==> config.mk <==
export PLATFORM = sky130hd
export DESIGN_NAME = refresh_sched
export DESIGN_NICKNAME = d
export VERILOG_FILES = /design/src/rtl/refresh_pkg.sv /design/src/rtl/refresh_interval_timer.sv /design/src/rtl/refresh_debt_ctr.sv /design/src/rtl/refresh_seq_fsm.sv /design/src/rtl/refresh_sched.sv
export SDC_FILE = /design/constraint.sdc
export NUM_CORES = 1
export LEC_CHECK = 0
export ABC_AREA = 1
export BUFFER_PORTS_ARGS = -buffer_cell sky130_fd_sc_hd__clkbuf_2
export CORE_MARGIN = 8
export CORE_UTILIZATION = 30
export DETAILED_ROUTE_END_ITERATION = 10
export PLACE_DENSITY = 0.5
export SLEW_MARGIN = 20
export SYNTH_ARGS = -nofsm -noshare
export SYNTH_HDL_FRONTEND = slang
export SYNTH_SLANG_ARGS = --single-unit
==> constraint.sdc <==
create_clock -name clk -period 2.05 [get_ports clk]
set_input_delay 0 -clock clk [delete_from_list [all_inputs] [get_ports clk]]
set_output_delay 0 -clock clk [all_outputs]
set_load 0.05 [all_outputs]
==> src/rtl/refresh_pkg.sv <==
package refresh_pkg;

    typedef enum logic [2:0] {
        CMD_REF = 3'b001,
        CMD_PRE = 3'b010,
        CMD_NOP = 3'b111
    } sdram_cmd_e;

    typedef enum logic [2:0] {
        SQ_IDLE,
        SQ_PRE,
        SQ_RP,
        SQ_REF,
        SQ_RFC
    } seq_state_e;

    function automatic int unsigned cnt_bits(input int unsigned v);
        return (v < 2) ? 1 : $clog2(v + 1);
    endfunction

    function automatic int unsigned max2(input int unsigned a, input int unsigned b);
        return (a > b) ? a : b;
    endfunction

endpackage

==> src/rtl/refresh_interval_timer.sv <==
module refresh_interval_timer
    import refresh_pkg::*;
#(
    parameter int unsigned INTERVAL_CYC = 1560
) (
    input  logic clk,
    input  logic rst,
    input  logic hot_i,
    output logic tick_o
);
    localparam int unsigned TW = cnt_bits(INTERVAL_CYC);
    localparam logic [TW-1:0] LIM_NORM = TW'(INTERVAL_CYC - 1);
    localparam logic [TW-1:0] LIM_HOT  = TW'(INTERVAL_CYC / 2 - 1);

    logic [TW-1:0] timer_q;
    logic [TW-1:0] limit;

    always_comb begin
        limit  = hot_i ? LIM_HOT : LIM_NORM;
        tick_o = (timer_q >= limit);
    end

    always_ff @(posedge clk) begin
        if (rst)         timer_q <= '0;
        else if (tick_o) timer_q <= '0;
        else             timer_q <= timer_q + 1'b1;
    end

    // the timer never runs past the longer limit
    a_r2_timer_bound: assert property (@(posedge clk) disable iff (rst)
        timer_q <= LIM_NORM);

endmodule

==> src/rtl/refresh_debt_ctr.sv <==
module refresh_debt_ctr
    import refresh_pkg::*;
#(
    parameter int unsigned DEBT_MAX = 8
) (
    input  logic clk,
    input  logic rst,
    input  logic tick_i,
    input  logic ref_i,
    output logic req_o,
    output logic urgent_o
);
    localparam int unsigned DW = cnt_bits(DEBT_MAX);
    localparam logic [DW-1:0] CAP = DW'(DEBT_MAX);

    logic [DW-1:0] debt_q;

    always_ff @(posedge clk) begin
        if (rst) begin
            debt_q <= '0;
        end else if (tick_i && !ref_i) begin
            if (debt_q != CAP) debt_q <= debt_q + 1'b1;
        end else if (ref_i && !tick_i) begin
            debt_q <= debt_q - 1'b1;
        end
    end

    always_comb begin
        req_o    = (debt_q != '0);
        urgent_o = (debt_q == CAP);
    end

    a_r4_debt_cap: assert property (@(posedge clk) disable iff (rst)
        debt_q <= CAP);

    a_r10_ref_needs_debt: assert property (@(posedge clk) disable iff (rst)
        ref_i |-> (debt_q != '0));

    a_r2_req_from_tick: assert property (@(posedge clk) disable iff (rst)
        $rose(req_o) |-> $past(tick_i));

endmodule

==> src/rtl/refresh_seq_fsm.sv <==
module refresh_seq_fsm
    import refresh_pkg::*;
#(
    parameter int unsigned TRP_CYC  = 3,
    parameter int unsigned TRFC_CYC = 26
) (
    input  logic       clk,
    input  logic       rst,
    input  logic       req_i,
    input  logic       grant_i,
    input  logic       bank_open_i,
    output sdram_cmd_e cmd_o,
    output logic       a10_o,
    output logic       busy_o,
    output logic       ref_o
);
    localparam int unsigned CW = cnt_bits(max2(TRP_CYC, TRFC_CYC));
    localparam logic [CW-1:0] RP_LOAD  = CW'(TRP_CYC - 2);
    localparam logic [CW-1:0] RFC_LOAD = CW'(TRFC_CYC - 2);

    seq_state_e    state_q;
    logic [CW-1:0] wait_q;

    always_ff @(posedge clk) begin
        if (rst) begin
            state_q <= SQ_IDLE;
            wait_q  <= '0;
        end else begin
            unique case (state_q)
                SQ_IDLE: if (req_i && grant_i)
                             state_q <= bank_open_i ? SQ_PRE : SQ_REF;
                SQ_PRE:  begin
                             state_q <= SQ_RP;
                             wait_q  <= RP_LOAD;
                         end
                SQ_RP:   if (wait_q == '0) state_q <= SQ_REF;
                         else              wait_q  <= wait_q - 1'b1;
                SQ_REF:  begin
                             state_q <= SQ_RFC;
                             wait_q  <= RFC_LOAD;
                         end
                SQ_RFC:  if (wait_q == '0) state_q <= SQ_IDLE;
                         else              wait_q  <= wait_q - 1'b1;
                default: state_q <= SQ_IDLE;
            endcase
        end
    end

    always_comb begin
        cmd_o  = CMD_NOP;
        a10_o  = 1'b0;
        busy_o = (state_q != SQ_IDLE);
        ref_o  = (state_q == SQ_REF);
        if (state_q == SQ_PRE) begin
            cmd_o = CMD_PRE;
            a10_o = 1'b1;
        end else if (state_q == SQ_REF) begin
            cmd_o = CMD_REF;
        end
    end

    a_r5_pre_all_banks: assert property (@(posedge clk) disable iff (rst)
        (cmd_o == CMD_PRE) |-> a10_o);

    a_r8_nop_after_ref: assert property (@(posedge clk) disable iff (rst)
        (cmd_o == CMD_REF) |=> (cmd_o == CMD_NOP));

    a_r9_cmd_only_busy: assert property (@(posedge clk) disable iff (rst)
        (cmd_o != CMD_NOP) |-> busy_o);

    a_r6_ref_source: assert property (@(posedge clk) disable iff (rst)
        (cmd_o == CMD_PRE) |=> (cmd_o == CMD_NOP) && busy_o);

endmodule

==> src/rtl/refresh_sched.sv <==
module refresh_sched
    import refresh_pkg::*;
#(
    parameter int unsigned INTERVAL_CYC = 1560,
    parameter int unsigned TRP_CYC      = 3,
    parameter int unsigned TRFC_CYC     = 26,
    parameter int unsigned DEBT_MAX     = 8
) (
    input  logic       clk,
    input  logic       rst,
    input  logic       hot_i,
    input  logic       bank_open_i,
    input  logic       grant_i,
    output logic [2:0] cmd_o,
    output logic       a10_o,
    output logic       req_o,
    output logic       urgent_o,
    output logic       busy_o
);
    logic       tick;
    logic       ref_pulse;
    sdram_cmd_e cmd_e;

    refresh_interval_timer #(.INTERVAL_CYC(INTERVAL_CYC)) u_timer (
        .clk    (clk),
        .rst    (rst),
        .hot_i  (hot_i),
        .tick_o (tick)
    );

    refresh_debt_ctr #(.DEBT_MAX(DEBT_MAX)) u_debt (
        .clk      (clk),
        .rst      (rst),
        .tick_i   (tick),
        .ref_i    (ref_pulse),
        .req_o    (req_o),
        .urgent_o (urgent_o)
    );

    refresh_seq_fsm #(.TRP_CYC(TRP_CYC), .TRFC_CYC(TRFC_CYC)) u_seq (
        .clk         (clk),
        .rst         (rst),
        .req_i       (req_o),
        .grant_i     (grant_i),
        .bank_open_i (bank_open_i),
        .cmd_o       (cmd_e),
        .a10_o       (a10_o),
        .busy_o      (busy_o),
        .ref_o       (ref_pulse)
    );

    assign cmd_o = cmd_e;

    // a sequence starts only when refresh is owed
    a_r9_start_needs_req: assert property (@(posedge clk) disable iff (rst)
        $rose(busy_o) |-> $past(req_o) && $past(grant_i));

endmodule

==> out/metrics.csv, run 1 <==
metric,value,unit
status,"finished, final reports clean",
PortBufs,11,
first-pass GRT wire length,4990,um
Worst path most repeated cell,nand2_2,
CP cell instances,ha_4 -> nand2_2 -> inv_2 -> nand2_2 -> nor2_2 -> nand2_2 -> nand3_4 -> nand2_4 -> ha_4 -> a21o_1 -> a21oi_2 -> nand4_1 -> a21oi_1 -> nor2_1,
Wirelength per Cell,10.2,um
Post-Route WL,2840,um
total gr overflow,0,
hpwl dp,2250,um
WP buf/inv,1,
Final setup viols,0,
arrival time at the worst endpoint,2.19,ns
CP endpoint kind,flip-flop,
Pre-Repair DR Iteration Count,4,
min Tclk post-route,2.03,ns
Rows,25,
CTS H-tree lvls,1,
WS Path Type,flip-flop to flip-flop,
GPL Wtd Cong,0.733,
CP Max Fanout,3,
Routed Antenna Nets,0,
fmax,493,MHz
dominant cells by area after synthesis,"dfxtp_1, ha_1, nand2_1, inv_1, nor2_1",
DR iter-0 viols,44,
Final Hold Vio Count,0,
Ports,12,
Worst Hold Class,primary input to flip-flop,
Top Family by Delay on Critical Path,simple AND/OR/NAND/NOR gates,
number of synthesized flops with an enable pin,0,
max-cap viol count,0,
vias,1252,
final core occ,38.6,%
die height,85.4,um
Final Cycle Share,98.9,%
Max VDD drop,0.421,mV
syn_area_per_cell,7.53,um2
cts bufs inserted,3,
total power,0.791,mW
register bit total from synthesis,23,
CORE AREA,4690,um2
pin count of the biggest net entering global routing,13,
Yosys top cell by area,dfxtp_1,
Critical Path Start Type,flip-flop,
Power per Cell Area,436,nW/um2
top-area cell type share of the netlist area,31.8,%
ys flop type,dfxtp_1,
register area,464,um2
initial core utilization,30.8,%
Die Span X,85.4,um
Post-Syn Area,1450,um2
full die area,7300,um2
Slew Limit Fails,0,
Inserted Diodes,0,
initial antenna violation count,0,
sequential area share after synthesis,31.8,%
Mapped Cells,192,
All-Layer GR Usage,8.26,%
Worst-Skew Late Latency,0.26,ns
RSZ-0062 raised after global routing,yes,
Yosys warnings,0,
synth cell count leaders,"nand2_1, dfxtp_1, inv_1, nor2_1, a21oi_1",
clock skew,0.00279,ns
vias in the first global route,1126,
synthesis-to-layout area growth,25.3,%
DRC Markers,0,
CTS tree,built,
clk sink count,23,
Placement Cell Area,1700,um2
Slew Limit Headroom,79.5,%
area of the multi-input gates,931,um2
Hold WS,0.148,ns
Leak Pwr,0.832,nW
most common cell in the synthesized netlist,nand2_1,
layout cells sized above 1,35.4,%
clock buffer depth,2,
Final Instance Area,1810,um2
ys async rst share,0,%
clock-pin slew on the worst setup and hold paths,0.08,ns
Root Buffer,clkbuf_8,
nets@finish,240,
Worst Max-Slew Pin Slew,0.307,ns
Syn Nets,208,
Crit-path slowest cell,dfxtp_2,
max incr delay on CP,0.34,ns
"Distinct cells, synth",32,
Layout fillers,492,
CP Data Required Time,2.21,ns
Vias/cell,4.52,
## final cells by class
type	instances	share of cell area, %
Clock buffer	4	2.48
Sequential cell	23	25.6
Multi-Input combinational cell	136	51.3
Timing Repair Buffer	28	10.2
Tap cell	54	3.73
Inverter	32	6.63
## worst paths after layout
kind | depth (start not counted) | startpoint | end | slack, ns
setup / recovery | 14 | u_timer.timer_q[10]$_SDFF_PP0_ | u_debt.debt_q[3]$_SDFFE_PP0P_ | 0.02
hold reg to reg | 2 | u_seq.wait_q[1]$_SDFFE_PP0P_ | u_seq.wait_q[1]$_SDFFE_PP0P_ | 0.53
setup reg to reg | 14 | u_timer.timer_q[10]$_SDFF_PP0_ | u_debt.debt_q[3]$_SDFFE_PP0P_ | 0.02
hold / removal | 5 | grant_i | u_seq.state_q[0]$_SDFFE_PP0P_ | 0.15
## cells in the final DEF, fill, tap and decap left out, types with 6 or more instances in the layout
| cell type | Yosys | final |
|---|---|---|
| dfxtp_1 | 23 | 20 |
| nand3_1 | 9 | 9 |
| o21ai_1 | 8 | 8 |
| inv_1 | 23 | 22 |
| nand2_2 | 7 | 8 |
| nor2_1 | 23 | 22 |
| clkbuf_2 | 0 | 11 |
| nand2_1 | 28 | 26 |
| ha_1 | 10 | 6 |
| a21oi_1 | 11 | 10 |
| buf_4 | 0 | 16 |
| inv_2 | 9 | 10 |
## cell families after synthesis
| group | synth area share, % |
|---|---|
| compound gates | 13.2 |
| flops | 31.8 |
| simple gates | 34.6 |
| buf+inv | 9.08 |
| fa+ha+maj | 10.0 |
| xor+xnor | 1.21 |
## what timing repair did
item | 4_1_cts | 5_1_grt
pin swaps | 14 | 6
hold buffers | 1 | 0
gates resized for setup | 6 | 2
hold endpoints to repair | 3 | 0
buffers inserted | 1 | 1
endpoints found under the setup margin | 2 | 3
## power by group
group | internal [mW] | total [mW] | leakage, nW | switching (mW)
Combinational | 0.0260 | 0.0572 | 0.622 | 0.0312
Clock | 0.138 | 0.279 | 0.0228 | 0.141
Sequential | 0.452 | 0.454 | 0.187 | 0.00281
Total | 0.616 | 0.791 | 0.832 | 0.175
## sequential cells by signal, indices dropped and copies added, names as in the netlist
signal and flops:
u_seq.wait_q 5, u_seq.state_q 3, u_timer.timer_q 11, u_debt.debt_q 4
## worst min-delay path: cells and delay by family
| family | cells | cell delay, ns |
|---|---|---|
| and+or+nand+nor | 4 | 0.29 |
| buffers and inverters | 1 | 0.08 |
## per-layer routing
layer | global-route usage (%) | routed length, um | vias up
met5 | 0 | 0 | -
met4 | 1.91 | 24 | 0
met3 | 2.80 | 111 | 2
met2 | 13.2 | 1300 | 10
met1 | 10.3 | 1400 | 552
li1 | - | - | 688
## stage by stage
step                setup TNS [ns]  cells  setup slack (ns)
floorplan                  -0.0375    192           -0.0375
global placement           -0.0790    270           -0.0519
detailed placement          -0.134    270           -0.0869
CTS                              0    276           0.00343
global route                -0.155    277            -0.142
finish                           0    277            0.0224
Note: power is estimated with default switching activity, not from simulation.
==> run 2, diff against run 1 <==
--- a/config.mk
+++ b/config.mk
@@ -7,10 +7,13 @@
 export LEC_CHECK = 0
 export ABC_AREA = 1
 export BUFFER_PORTS_ARGS = -buffer_cell sky130_fd_sc_hd__clkbuf_2
+export CELL_PAD_IN_SITES_DETAIL_PLACEMENT = 0
+export CELL_PAD_IN_SITES_GLOBAL_PLACEMENT = 1
 export CORE_MARGIN = 8
 export CORE_UTILIZATION = 30
+export CTS_BUF_LIST = sky130_fd_sc_hd__clkbuf_8
 export DETAILED_ROUTE_END_ITERATION = 10
-export PLACE_DENSITY = 0.5
+export PLACE_DENSITY = 0.63
 export SLEW_MARGIN = 20
 export SYNTH_ARGS = -nofsm -noshare
 export SYNTH_HDL_FRONTEND = slang
==> run 2 against run 1 <==
Effect of this change:
- the run now ends with setup timing left
- count of clock-buffer cells in the layout fell by 1
- sequential share of layout area increased by 0.23 points
- power increased by 2.1%
- first-iteration DRC count grew 59%
- cell count fell by 0.36%
- wire length is 4.8% higher
- combinational power is 12% lower
- non-clock buffer count down 1
- critical path depth is the same
- sequential power about the same
- critical path type unchanged
- largest power group unchanged
==> out/metrics.csv, run 2 (synthesis results as in run 1) <==
metric,value,unit,change
status,"finished, violations left",,
failing checks,setup timing,,
Final Cycle Share,101,%,+2.3 points
Setup WS post-layout,-0.0243,ns,-0.0466 ns
Worst path most repeated cell,nand2_2,,
All-Layer GR Usage,9.28,%,+1.0 points
CP cell instances,ha_4 -> nand2_2 -> inv_2 -> nand2_2 -> nor2_2 -> nand2_2 -> nand3_4 -> nand2_4 -> ha_4 -> a21o_1 -> a21oi_2 -> nand4_1 -> a21oi_1 -> nor2_1,,
total gr overflow,0,,unchanged
nets@finish,239,,-0.42%
synthesis-to-layout area growth,24.6,%,
Slew Limit Fails,0,,unchanged
CORE AREA,4690,um2,unchanged
CP endpoint kind,flip-flop,,
Rows,25,,unchanged
Worst Hold Class,primary input to flip-flop,,
reg2reg setup slack,-0.02,ns,-0.05 ns
WS Path Type,flip-flop to flip-flop,,
initial core utilization,30.8,%,unchanged
pin count of the biggest net entering global routing,15,,+2
full die area,7300,um2,unchanged
first-pass GRT wire length,5530,um,+11%
cts bufs inserted,3,,unchanged
area of the multi-input gates,918,um2,-1.3%
GR Layer Usage met1,10.2,%,-0.16 points
layout cells sized above 1,35.6,%,+0.16 points
Regs by FF count,"u_timer.timer_q x11, u_seq.wait_q x5, u_debt.debt_q x4",,
DRC Markers,0,,unchanged
Top reg by flops,u_timer.timer_q,,
"most common cell after layout, fill and taps aside",nand2_1,,
Layout fillers,492,,unchanged
max incr delay on CP,0.35,ns,about the same
CTS tree,built,,
Root Buffer,clkbuf_8,,
die height,85.4,um,unchanged
max-cap viol count,0,,unchanged
highest-count cells in the layout ignoring fill and taps,"nand2_1, inv_1, nor2_1, dfxtp_1, buf_4",,
Leak Pwr,0.827,nW,-0.64%
vias in the first global route,1273,,+13%
Final setup viols,2,,+2
Max VDD drop,0.225,mV,-46%
Power per Cell Area,448,nW/um2,+2.7%
clk sink count,23,,unchanged
clock-pin slew on the worst setup and hold paths,0.09,ns,about the same
Wirelength per Cell,10.8,um,+5.1%
fmax,482,MHz,-2.2%
Hold Path Depth,5,,unchanged
hpwl dp,2340,um,+3.8%
clock skew,0.0110,ns,+0.00824 ns
Die Span X,85.4,um,unchanged
RSZ-0062 raised after global routing,yes,,
Ports,12,,unchanged
Crit-path slowest cell,dfxtp_2,,
max reg flops,11,,unchanged
GPL Wtd Cong,0.744,,+1.5%
arrival time at the worst endpoint,2.24,ns,+0.05 ns
CP Max Fanout,3,,unchanged
Inserted Diodes,0,,unchanged
Inst Count DP,270,,unchanged
CP Data Required Time,2.22,ns,about the same
M2 GR Usage,16.4,%,+3.2 points
register area,465,um2,+0.27%
GRT Max-Usage Layer,met2,,
Final Hold Vio Count,0,,unchanged
Worst-Skew Late Latency,0.28,ns,+0.02 ns
min Tclk post-route,2.07,ns,+0.0466 ns
Worst Max-Slew Pin Slew,0.366,ns,+0.0585 ns
Pre-Repair DR Iteration Count,4,,unchanged
setup_tns,-0.0454,ns,-0.0454 ns
PortBufs,11,,unchanged
FF-to-FF path depth,14,,unchanged
DR iter-0 viols,70,,+59%
vias,1274,,+1.8%
initial antenna violation count,0,,unchanged
Critical Path Start Type,flip-flop,,
Vias/cell,4.62,,+2.1%
CTS H-tree lvls,1,,unchanged
Post-Route WL,2970,um,+4.8%
clock buffer depth,2,,unchanged
Slew Limit Headroom,75.6,%,-3.9 points
Non-Filler Instances,276,,-0.36%
Routed Antenna Nets,0,,unchanged
grt met3 use,2.80,%,unchanged
run 2: what timing repair did:
action                                  CTS  global route
cloned                                    0             0
hold endpoints to repair                  3             0
hold buffers                              1             0
pin swaps                                14             8
gates resized for setup                   5             4
buffers inserted                          0             1
endpoints found under the setup margin    2             3
run 2: area by class of cell:
class | count | share of cell area (%)
multi-input cells | 136 | 51.0
clock inverters | 1 | 0.417
clock buffers | 3 | 2.29
repair buffers | 27 | 10.1
well taps | 54 | 3.75
inverters | 32 | 6.67
flip-flops and latches | 23 | 25.8
run 2: metal layers:
layer / part of all wire, % / up-vias
met5: 0 / -
met4: 1.3 / 0
met3: 3.5 / 4
met2: 49 / 13
met1: 46 / 570
li1: - / 687
run 2: per-stage QoR:
step                cell area, um2  power [mW]  hold WS [ns]  utilization (%)  worst slack [ns]
global route                  1800       0.846         0.118             38.4            -0.182
finish                        1800       0.807        0.0783             38.4           -0.0243
floorplan                     1480       0.496        0.0691                -           -0.0375
CTS                           1780       0.825        0.0695             37.9           -0.0169
detailed placement            1700       0.516         0.227             36.2           -0.0596
global placement              1700       0.515         0.238             36.2           -0.0263
run 2: worst max-delay path, delay by kind of cell, from the launching register on:
family	cells	cell delay, ns
buffers and inverters	1	0.07
AO/OA/AOI/OAI	3	0.47
AND/OR/NAND/NOR	8	0.63
adder cells (fa/ha/maj)	2	0.45
flip-flops	1	0.35
run 2: worst paths after layout:
| check | from | to |
|---|---|---|
| min | grant_i | u_seq.state_q[0]$_SDFFE_PP0P_ |
| max reg2reg | u_timer.timer_q[10]$_SDFF_PP0_ | u_debt.debt_q[3]$_SDFFE_PP0P_ |
| min reg2reg | u_seq.wait_q[1]$_SDFFE_PP0P_ | u_seq.wait_q[1]$_SDFFE_PP0P_ |
| max | u_timer.timer_q[10]$_SDFF_PP0_ | u_debt.debt_q[3]$_SDFFE_PP0P_ |
run 2: power by group:
part,switching [mW],internal [mW],leakage [nW]
registers,0.00447,0.452,0.188
clock network,0.163,0.138,0.0217
logic,0.0289,0.0218,0.618
==> run 3, diff against run 2 <==
--- a/config.mk
+++ b/config.mk
@@ -9,7 +9,7 @@
 export BUFFER_PORTS_ARGS = -buffer_cell sky130_fd_sc_hd__clkbuf_2
 export CELL_PAD_IN_SITES_DETAIL_PLACEMENT = 0
 export CELL_PAD_IN_SITES_GLOBAL_PLACEMENT = 1
-export CORE_MARGIN = 8
+export CORE_MARGIN = 1.5
 export CORE_UTILIZATION = 30
 export CTS_BUF_LIST = sky130_fd_sc_hd__clkbuf_8
 export DETAILED_ROUTE_END_ITERATION = 10
==> constraint.sdc (replaced) <==
create_clock -name clk -period 2.05 [get_ports clk]
set_input_delay 0.205 -clock clk [delete_from_list [all_inputs] [get_ports clk]]
set_output_delay 0.205 -clock clk [all_outputs]
set_load 0.05 [all_outputs]
==> run 3 against run 2 <==
Effect of this change:
- the run still ends with setup timing left
- core utilization increased by 0.080 points
- wire length decreased by 4.0%
- clock power decreased by 5%
- first-iteration DRC count decreased by 40%
- maximum frequency decreased by 0.27%
- critical path depth unchanged
- cell count increased by 0.36%
- global-route usage increased by 2.9 points
- largest cell class unchanged
==> out/metrics.csv, run 3 (synthesis results as in run 1) <==
metric,value,unit,change
Vias/cell,4.55,,-1.5%
GR Layer Usage met1,14.8,%,+4.6 points
RSZ-0062 raised after global routing,yes,,
CORE AREA,4690,um2,unchanged
Slew Limit Fails,0,,unchanged
clock buffer depth,2,,unchanged
nets@finish,240,,+0.42%
DR iter-0 viols,42,,-40%
DRC Markers,0,,unchanged
clock skew,0.00336,ns,-0.00768 ns
Setup WS post-layout,-0.0300,ns,-0.00570 ns
Leak Pwr,0.840,nW,+1.5%
status,"finished, violations left",,
initial core utilization,30.8,%,unchanged
All-Layer GR Usage,12.2,%,+2.9 points
M2 GR Usage,21.5,%,+5.1 points
Inserted Diodes,0,,unchanged
Pre-Repair DR Iteration Count,4,,unchanged
reg-to-reg endpoint,u_debt.debt_q[3]$_SDFFE_PP0P_,,
worst r2r src,u_timer.timer_q[8]$_SDFF_PP0_,,
die height,72.4,um,-15%
Power per Cell Area,438,nW/um2,-2.2%
Critical Path Start Type,flip-flop,,
Die Span X,72.4,um,-15%
fmax,481,MHz,-0.27%
min Tclk post-route,2.08,ns,+0.00570 ns
PortBufs,11,,unchanged
initial antenna violation count,0,,unchanged
Rows,25,,unchanged
full die area,5250,um2,-28%
GRT Max-Usage Layer,met2,,
highest-count cells in the layout ignoring fill and taps,"nand2_1, inv_1, nor2_1, dfxtp_1, buf_4",,
total power,0.791,mW,-2.0%
Top reg by flops,u_timer.timer_q,,
Final setup viols,1,,-1
hold-fix buffers at CTS,0,,-1
max-cap viol count,0,,unchanged
hold_sp,rst,,
cts bufs inserted,3,,unchanged
"most common cell after layout, fill and taps aside",nand2_1,,
Slew Limit Headroom,78.6,%,+3.0 points
CTS H-tree lvls,1,,unchanged
Hold Path Depth,2,,-3
WS Path Type,flip-flop to flip-flop,,
Wirelength per Cell,10.3,um,-4.3%
GPL Wtd Cong,0.813,,+9.3%
arrival time at the worst endpoint,2.24,ns,about the same
vias,1259,,-1.2%
pin count of the biggest net entering global routing,13,,-2
FF-to-FF path depth,14,,unchanged
layout cells sized above 1,35.9,%,+0.29 points
failing checks,setup timing,,
Post-Route WL,2850,um,-4.0%
CP Max Fanout,3,,unchanged
Regs by FF count,"u_timer.timer_q x11, u_seq.wait_q x5, u_debt.debt_q x4",,
Worst Max-Slew Pin Slew,0.321,ns,-0.0451 ns
clk sink count,23,,unchanged
Inst Count DP,270,,unchanged
Final Instance Area,1810,um2,+0.21%
Placement Cell Area,1700,um2,+0.15%
CTS tree,built,,
max reg flops,11,,unchanged
Non-Filler Instances,277,,+0.36%
hpwl dp,2260,um,-3.3%
clock-pin slew on the worst setup and hold paths,0.09,ns,about the same
vias in the first global route,1168,,-8.2%
total gr overflow,0,,unchanged
Ports,12,,unchanged
Root Buffer,clkbuf_8,,
final core occ,38.5,%,+0.080 points
CP Data Required Time,2.21,ns,about the same
grt met3 use,3.33,%,+0.53 points
synthesis-to-layout area growth,24.8,%,
Final Cycle Share,101,%,+0.28 points
CP endpoint kind,flip-flop,,
Routed Antenna Nets,0,,unchanged
Final Hold Vio Count,0,,unchanged
Max VDD drop,0.296,mV,+31%
Worst-Skew Late Latency,0.26,ns,-0.02 ns
reg2reg setup slack,-0.03,ns,about the same
first-pass GRT wire length,5020,um,-9.1%
Hold EP,u_seq.wait_q[1]$_SDFFE_PP0P_,,
Worst Hold Class,primary input to flip-flop,,
==> run 3: cell types whose count changed in the layout (fill, tap and decap cells not counted), sizes merged <==
cell,change
dlygate4sd3,-1
inv,+1
buf,+2
clkinvlp,-1
==> run 3: report_power, final <==
part           leakage, nW  internal, mW  switching [mW]
clock network       0.0269         0.134           0.151
registers            0.187         0.451         0.00281
logic                0.626        0.0226          0.0298
==> run 3: final cells by class <==
type	count	area, um2
inverters	32	120
clock inverters	1	3.75
fillers	504	2890
flip-flops and latches	23	464
well taps	54	67.6
multi-input cells	136	926
clock buffers	3	41.3
repair buffers	28	183
==> run 3: per-layer routing <==
metal | routed length (um) | part of all wire [%] | vias to the layer above
met1 | 1360 | 48 | 556
met3 | 81 | 2.8 | 2
met5 | 0 | 0 | -
met4 | 15 | 0.53 | 0
li1 | - | - | 687
met2 | 1390 | 49 | 14
==> run 3: stage by stage <==
step | hold WS, ns | setup slack (ns) | setup TNS (ns)
2_1_floorplan | 0.274 | -0.0375 | -0.0375
3_3_place_gp | 0.435 | -0.137 | -0.284
3_5_place_dp | 0.433 | -0.184 | -0.354
4_1_cts | 0.147 | -0.0118 | -0.0118
5_1_grt | 0.142 | -0.199 | -0.226
6_report | 0.149 | -0.0300 | -0.0300
==> run 3: what timing repair did <==
action,4_1_cts,5_1_grt
resized for setup,3,5
pin swaps,9,16
setup buffers,3,0
setup endpoints to repair,2,3
==> run 3: worst max-delay path, stage by stage (launching register included) <==
cell and delay [ns]:
dfxtp_2 0.34, ha_4 0.26, inv_2 0.04, nor2_4 0.09, nand2_2 0.07, nor2_2 0.11, nand2_2 0.08, nand3_4 0.07
nand2_4 0.06, ha_4 0.20, a21o_1 0.16, a21oi_2 0.15, nand4_1 0.13, a21oi_1 0.16, nor2_1 0.06
==> run 3: worst max path at each step <==
stage	start	to	slack [ns]	cells after the start
3_5_place_dp	hot_i	u_debt.debt_q[3]$_SDFFE_PP0P_	-0.18	18
6_report	u_timer.timer_q[8]$_SDFF_PP0_	u_debt.debt_q[3]$_SDFFE_PP0P_	-0.03	14
4_1_cts	u_timer.timer_q[10]$_SDFF_PP0_	u_debt.debt_q[3]$_SDFFE_PP0P_	-0.01	14
3_3_place_gp	hot_i	u_debt.debt_q[3]$_SDFFE_PP0P_	-0.14	18
2_1_floorplan	u_timer.timer_q[8]$_SDFF_PP0_	u_debt.debt_q[3]$_SDFFE_PP0P_	-0.04	16
5_1_grt	u_timer.timer_q[8]$_SDFF_PP0_	u_debt.debt_q[3]$_SDFFE_PP0P_	-0.20	14
